**config.mk**
```make
export PLATFORM = sky130hd
export DESIGN_NAME = gbx_seq_ctrl
export DESIGN_NICKNAME = d
export VERILOG_FILES = /design/src/rtl/gbx_seq_pkg.sv /design/src/rtl/gbx_pause_dec.sv /design/src/rtl/gbx_seq_state.sv /design/src/rtl/gbx_seq_out.sv /design/src/rtl/gbx_seq_ctrl.sv
export SDC_FILE = /design/constraint.sdc
export NUM_CORES = 1
export LEC_CHECK = 0
export ABC_AREA = 1
export BUFFER_PORTS_ARGS = -buffer_cell sky130_fd_sc_hd__buf_2
export CORE_MARGIN = 1.5
export CORE_UTILIZATION = 54
export DETAILED_ROUTE_END_ITERATION = 6
export HOLD_SLACK_MARGIN = 0.03
export PLACE_DENSITY = 0.86
export SYNTH_ARGS = -nofsm -noshare
export SYNTH_HDL_FRONTEND = slang
export SYNTH_HIERARCHICAL = 1
export SYNTH_SLANG_ARGS = --single-unit
```
**constraint.sdc**
```tcl
create_clock -name clk -period 2.5 [get_ports clk]
set_input_delay 0.5 -clock clk [delete_from_list [all_inputs] [get_ports clk]]
set_output_delay 0.5 -clock clk [all_outputs]
set_load 0.01 [all_outputs]
```
**src/rtl/gbx_seq_pkg.sv**
```systemverilog
package gbx_seq_pkg;

  localparam int SEQ_W  = 7;
  localparam int HDR_W  = 3;
  localparam int DATA_W = 16;

  typedef enum logic {
    FRAME_66 = 1'b0,
    FRAME_67 = 1'b1
  } frame_e;

  // Last sequence value before the wrap to zero.
  function automatic logic [SEQ_W-1:0] last_count(frame_e m);
    return (m == FRAME_67) ? SEQ_W'(66) : SEQ_W'(32);
  endfunction

  // Sequence values on which the gearbox drops its input.
  function automatic logic is_pause(frame_e m, logic [SEQ_W-1:0] c);
    if (m == FRAME_67)
      return (c == SEQ_W'(21)) || (c == SEQ_W'(44)) || (c == SEQ_W'(65));
    else
      return (c == SEQ_W'(31));
  endfunction

endpackage

```
**src/rtl/gbx_pause_dec.sv**
```systemverilog
module gbx_pause_dec
  import gbx_seq_pkg::*;
#(
  parameter int CNT_W = SEQ_W
) (
  input  frame_e           mode_i,
  input  logic [CNT_W-1:0] cnt_i,
  output logic             pause_o,
  output logic             last_o
);

  localparam int PAD_W = SEQ_W - CNT_W;

  logic [SEQ_W-1:0] cnt_ext;

  generate
    if (PAD_W > 0) begin : g_pad
      assign cnt_ext = {{PAD_W{1'b0}}, cnt_i};
    end else begin : g_nopad
      assign cnt_ext = cnt_i[SEQ_W-1:0];
    end
  endgenerate

  always_comb begin
    pause_o = is_pause(mode_i, cnt_ext);
    last_o  = (cnt_ext == last_count(mode_i));
  end

endmodule

```
**src/rtl/gbx_seq_state.sv**
```systemverilog
module gbx_seq_state
  import gbx_seq_pkg::*;
#(
  parameter int CNT_W = SEQ_W
) (
  input  logic             clk,
  input  logic             rst,
  input  logic             mode_sel_i,
  input  logic             pause_i,
  input  logic             last_i,
  output frame_e           mode_o,
  output logic [CNT_W-1:0] cnt_o,
  output logic [CNT_W-1:0] cnt_next_o,
  output logic             phase_o,
  output logic             half_o
);

  logic wrap;
  logic half_next;

  always_comb begin
    wrap       = phase_o && last_i;
    cnt_next_o = cnt_o;
    if (phase_o)
      cnt_next_o = last_i ? '0 : cnt_o + CNT_W'(1);
    half_next = half_o;
    if (wrap)
      half_next = 1'b0;
    else if (phase_o && !pause_i)
      half_next = ~half_o;
  end

  always_ff @(posedge clk) begin
    if (rst) begin
      mode_o  <= frame_e'(mode_sel_i);
      cnt_o   <= '0;
      phase_o <= 1'b0;
      half_o  <= 1'b0;
    end else begin
      cnt_o   <= cnt_next_o;
      phase_o <= ~phase_o;
      half_o  <= half_next;
    end
  end

endmodule

```
**src/rtl/gbx_seq_out.sv**
```systemverilog
module gbx_seq_out
  import gbx_seq_pkg::*;
#(
  parameter int CNT_W  = SEQ_W,
  parameter int D_W    = DATA_W,
  parameter int H_W    = HDR_W
) (
  input  logic             clk,
  input  logic             rst,
  input  logic             mode_sel_i,
  input  frame_e           mode_q_i,
  input  logic [CNT_W-1:0] cnt_i,
  input  logic             phase_i,
  input  logic             half_i,
  input  logic             pause_cur_i,
  input  logic             pause_next_i,
  input  logic [D_W-1:0]   up_data_i,
  input  logic [H_W-1:0]   up_hdr_i,
  output logic [CNT_W-1:0] seq_o,
  output logic [D_W-1:0]   data_o,
  output logic [H_W-1:0]   hdr_o,
  output logic             ready_o
);

  function automatic logic [H_W-1:0] mask_hdr(frame_e m, logic [H_W-1:0] h);
    logic [H_W-1:0] r;
    r = h;
    if (m == FRAME_66)
      r[H_W-1] = 1'b0;
    return r;
  endfunction

  logic accept;
  logic take_hdr;

  always_comb begin
    accept   = !pause_cur_i;
    take_hdr = accept && !phase_i && !half_i;
  end

  always_ff @(posedge clk) begin
    if (rst) begin
      seq_o   <= '0;
      data_o  <= up_data_i;
      hdr_o   <= mask_hdr(frame_e'(mode_sel_i), up_hdr_i);
      ready_o <= 1'b1;
    end else begin
      seq_o   <= cnt_i;
      ready_o <= !pause_next_i;
      if (accept)
        data_o <= up_data_i;
      if (take_hdr)
        hdr_o <= mask_hdr(mode_q_i, up_hdr_i);
    end
  end

endmodule

```
**src/rtl/gbx_seq_ctrl.sv**
```systemverilog
module gbx_seq_ctrl
  import gbx_seq_pkg::*;
#(
  parameter int CNT_W = SEQ_W,
  parameter int D_W   = DATA_W,
  parameter int H_W   = HDR_W
) (
  input  logic             clk,
  input  logic             rst,
  input  logic             mode_sel_i,
  input  logic [D_W-1:0]   up_data_i,
  input  logic [H_W-1:0]   up_hdr_i,
  output logic [CNT_W-1:0] seq_o,
  output logic [D_W-1:0]   data_o,
  output logic [H_W-1:0]   hdr_o,
  output logic             ready_o
);

  frame_e           mode_q;
  logic [CNT_W-1:0] cnt;
  logic [CNT_W-1:0] cnt_next;
  logic             phase;
  logic             half;
  logic             pause_cur;
  logic             last_cur;
  logic             pause_next;
  logic             last_next;

  gbx_pause_dec #(.CNT_W(CNT_W)) u_dec_cur (
    .mode_i  (mode_q),
    .cnt_i   (cnt),
    .pause_o (pause_cur),
    .last_o  (last_cur)
  );

  gbx_pause_dec #(.CNT_W(CNT_W)) u_dec_next (
    .mode_i  (mode_q),
    .cnt_i   (cnt_next),
    .pause_o (pause_next),
    .last_o  (last_next)
  );

  gbx_seq_state #(.CNT_W(CNT_W)) u_state (
    .clk        (clk),
    .rst        (rst),
    .mode_sel_i (mode_sel_i),
    .pause_i    (pause_cur),
    .last_i     (last_cur),
    .mode_o     (mode_q),
    .cnt_o      (cnt),
    .cnt_next_o (cnt_next),
    .phase_o    (phase),
    .half_o     (half)
  );

  gbx_seq_out #(.CNT_W(CNT_W), .D_W(D_W), .H_W(H_W)) u_out (
    .clk          (clk),
    .rst          (rst),
    .mode_sel_i   (mode_sel_i),
    .mode_q_i     (mode_q),
    .cnt_i        (cnt),
    .phase_i      (phase),
    .half_i       (half),
    .pause_cur_i  (pause_cur),
    .pause_next_i (pause_next),
    .up_data_i    (up_data_i),
    .up_hdr_i     (up_hdr_i),
    .seq_o        (seq_o),
    .data_o       (data_o),
    .hdr_o        (hdr_o),
    .ready_o      (ready_o)
  );

  logic unused_last_next;
  assign unused_last_next = last_next;

endmodule

```
==> reports/results.txt <==
status = finished, final reports clean
Layout Nets = 254
cells after synthesis = 178
Max Clk Rate = 519 MHz
fill cell count = 222
critical-path cell list = inv_1 > nand2_1 > nor2_1 > nand3_1 > nor2_1 > inv_1 > nand3_1 > nand2_1 > inv_2 > nand2_1 > nor2_1 > nand2_1 > nand3_1 > nand2_1 > nand2_1 > nand2_1
Die Height = 57.3 µm
setup TNS = 0 ps
routed len/inst = 11.5 µm
skew final = 11.3 ps
RSZ-0062 raised after global routing = false
die area = 3280 µm²
CP max stage cell = dfxtp_1
Least-Margin Pin Slew = 598 ps
Routed Antenna Nets = 0
routed via count = 1,285
CTS H-tree depth = 2
Final Hold Fails = 0
drt via density = 4.89
vias in the first global route = 1,173
YS warnings = 6
Core Area = 2780 µm²
# Max-Cap Violations = 0
commonest non-fill, non-tap cells in the layout = 48 x buf_2, 39 x nand2_1, 34 x nor2_1
CP startpoint kind = flip-flop
CTS tree = done
# rows = 19
maximum vdd drop = 0.476 mV
syn_nets = 201
crit path DAT = 2160 ps
Hold WC Path Type = primary input to flip-flop
Syn Area/Cell = 8.94 µm²
critical path class = flip-flop to flip-flop
Tmin final = 1930 ps
Initial Utilization = 57.2%
area taken by multi-input logic gates = 508 µm²
Final WS setup = 573 ps
final WL = 3.02 mm
io pins = 49
Clock Sink Count = 37
Slew Limit Fails = 0
DP Wirelength = 2.36 mm
Inserted Clock Buffers = 5
post-CTS setup buffers = 0
remaining global-route overflow = 0
Critical Path End Type = flip-flop
pin count of the biggest net entering global routing = 18
DRT iter0 DRCs = 32
CTS clk-pin slew, worst paths = 100 ps
DRT Pass-1 Iters = 4
Required @ worst endpoint = 2730 ps
Max stage delay on crit path = 400 ps
Placer Congestion = 0.898
fin crit share = 77.1%
Tot Pwr = 0.00106 W
Syn-to-layout area delta = 19.2%
first-pass GRT wire length = 4.86 mm
pre-CTS setup slack = 601 ps
clock buffer depth = 2
diode count = 0
final design utilization = 68.2%
setup violators final = 0
Clk Latency, worst-skew pair = 330 ps
CP max FO = 6
WP buf/inv = 3
Root Buffer = clkbuf_4
gr usage total = 19.5%
commonest non-fill, non-tap cell in the layout = buf_2
leak pwr = 0.911 nW
IO Port Bufs = 48
Chip Width = 57.3 µm
hold buffer count at cts = 0
CP top delay family = simple AND/OR/NAND/NOR gates
initial antenna violation count = 0
DRC = 0
power per cell area = 559 nW/µm²
Max-slew headroom = 60.0%
CP most frequent cell = nand2_1
mapped cell area = 1590 µm²
register area = 941 µm²
share of layout cells above drive strength 1 = 29.7%
CTS resizes = 0
## layer usage
metal / part of all wire (%) / global-route usage (%)
met5: 0 / 0
met4: 1.8 / 7.31
met3: 8.4 / 6.80
met2: 47 / 32.7
met1: 42 / 23.1
## where the power goes
group	internal, W	leakage (nW)	switching (W)
combinational	0.0000414	0.535	0.0000550
sequential	0.000666	0.348	0.0000174
clock	0.000108	0.0269	0.000172
## metrics by stage
stage	instances	area [µm²]	hold WS, ps
finish	263	1900	338
CTS	263	1900	323
floorplan	178	1590	453
global placement	255	1850	488
global route	263	1900	318
detailed placement	255	1850	489
## layout make-up
cell class	instances	share of cell area, %
sequential	37	49.6
clock buffer	7	2.37
timing repair buffer	48	12.7
tap	31	2.04
inverter	32	6.33
clock inverter	1	0.198
multi-input combinational	107	26.8
## flip-flops by register name, summed over array words and instances, names as in the netlist
register,flops
u_state/cnt_o,7
u_state/phase_o,1
u_state/mode_o,1
u_out/data_o,16
u_state/half_o,1
u_out/hdr_o,3
u_out/ready_o,1
u_out/seq_o,7
## worst register-to-register path, stage by stage, from the launching register on
cell and delay, ps:
dfxtp_1 400, inv_1 110, nand2_1 70, nor2_1 110, nand3_1 90, nor2_1 240
inv_1 100, nand3_1 90, nand2_1 110, inv_2 70, nand2_1 60, nor2_1 110
nand2_1 50, nand3_1 80, nand2_1 50, nand2_1 60, nand2_1 50
## worst paths after layout
check,start,endpoint,slack (ps),cells after the start
max,u_state/cnt_o[3],u_out/ready_o,570,16
min,up_data_i[2],u_out/data_o[2],340,1
max reg2reg,u_state/cnt_o[3],u_out/ready_o,570,16
min reg2reg,u_state/cnt_o[6],u_out/seq_o[6],510,2
Power figures use the tool's default switching activity.
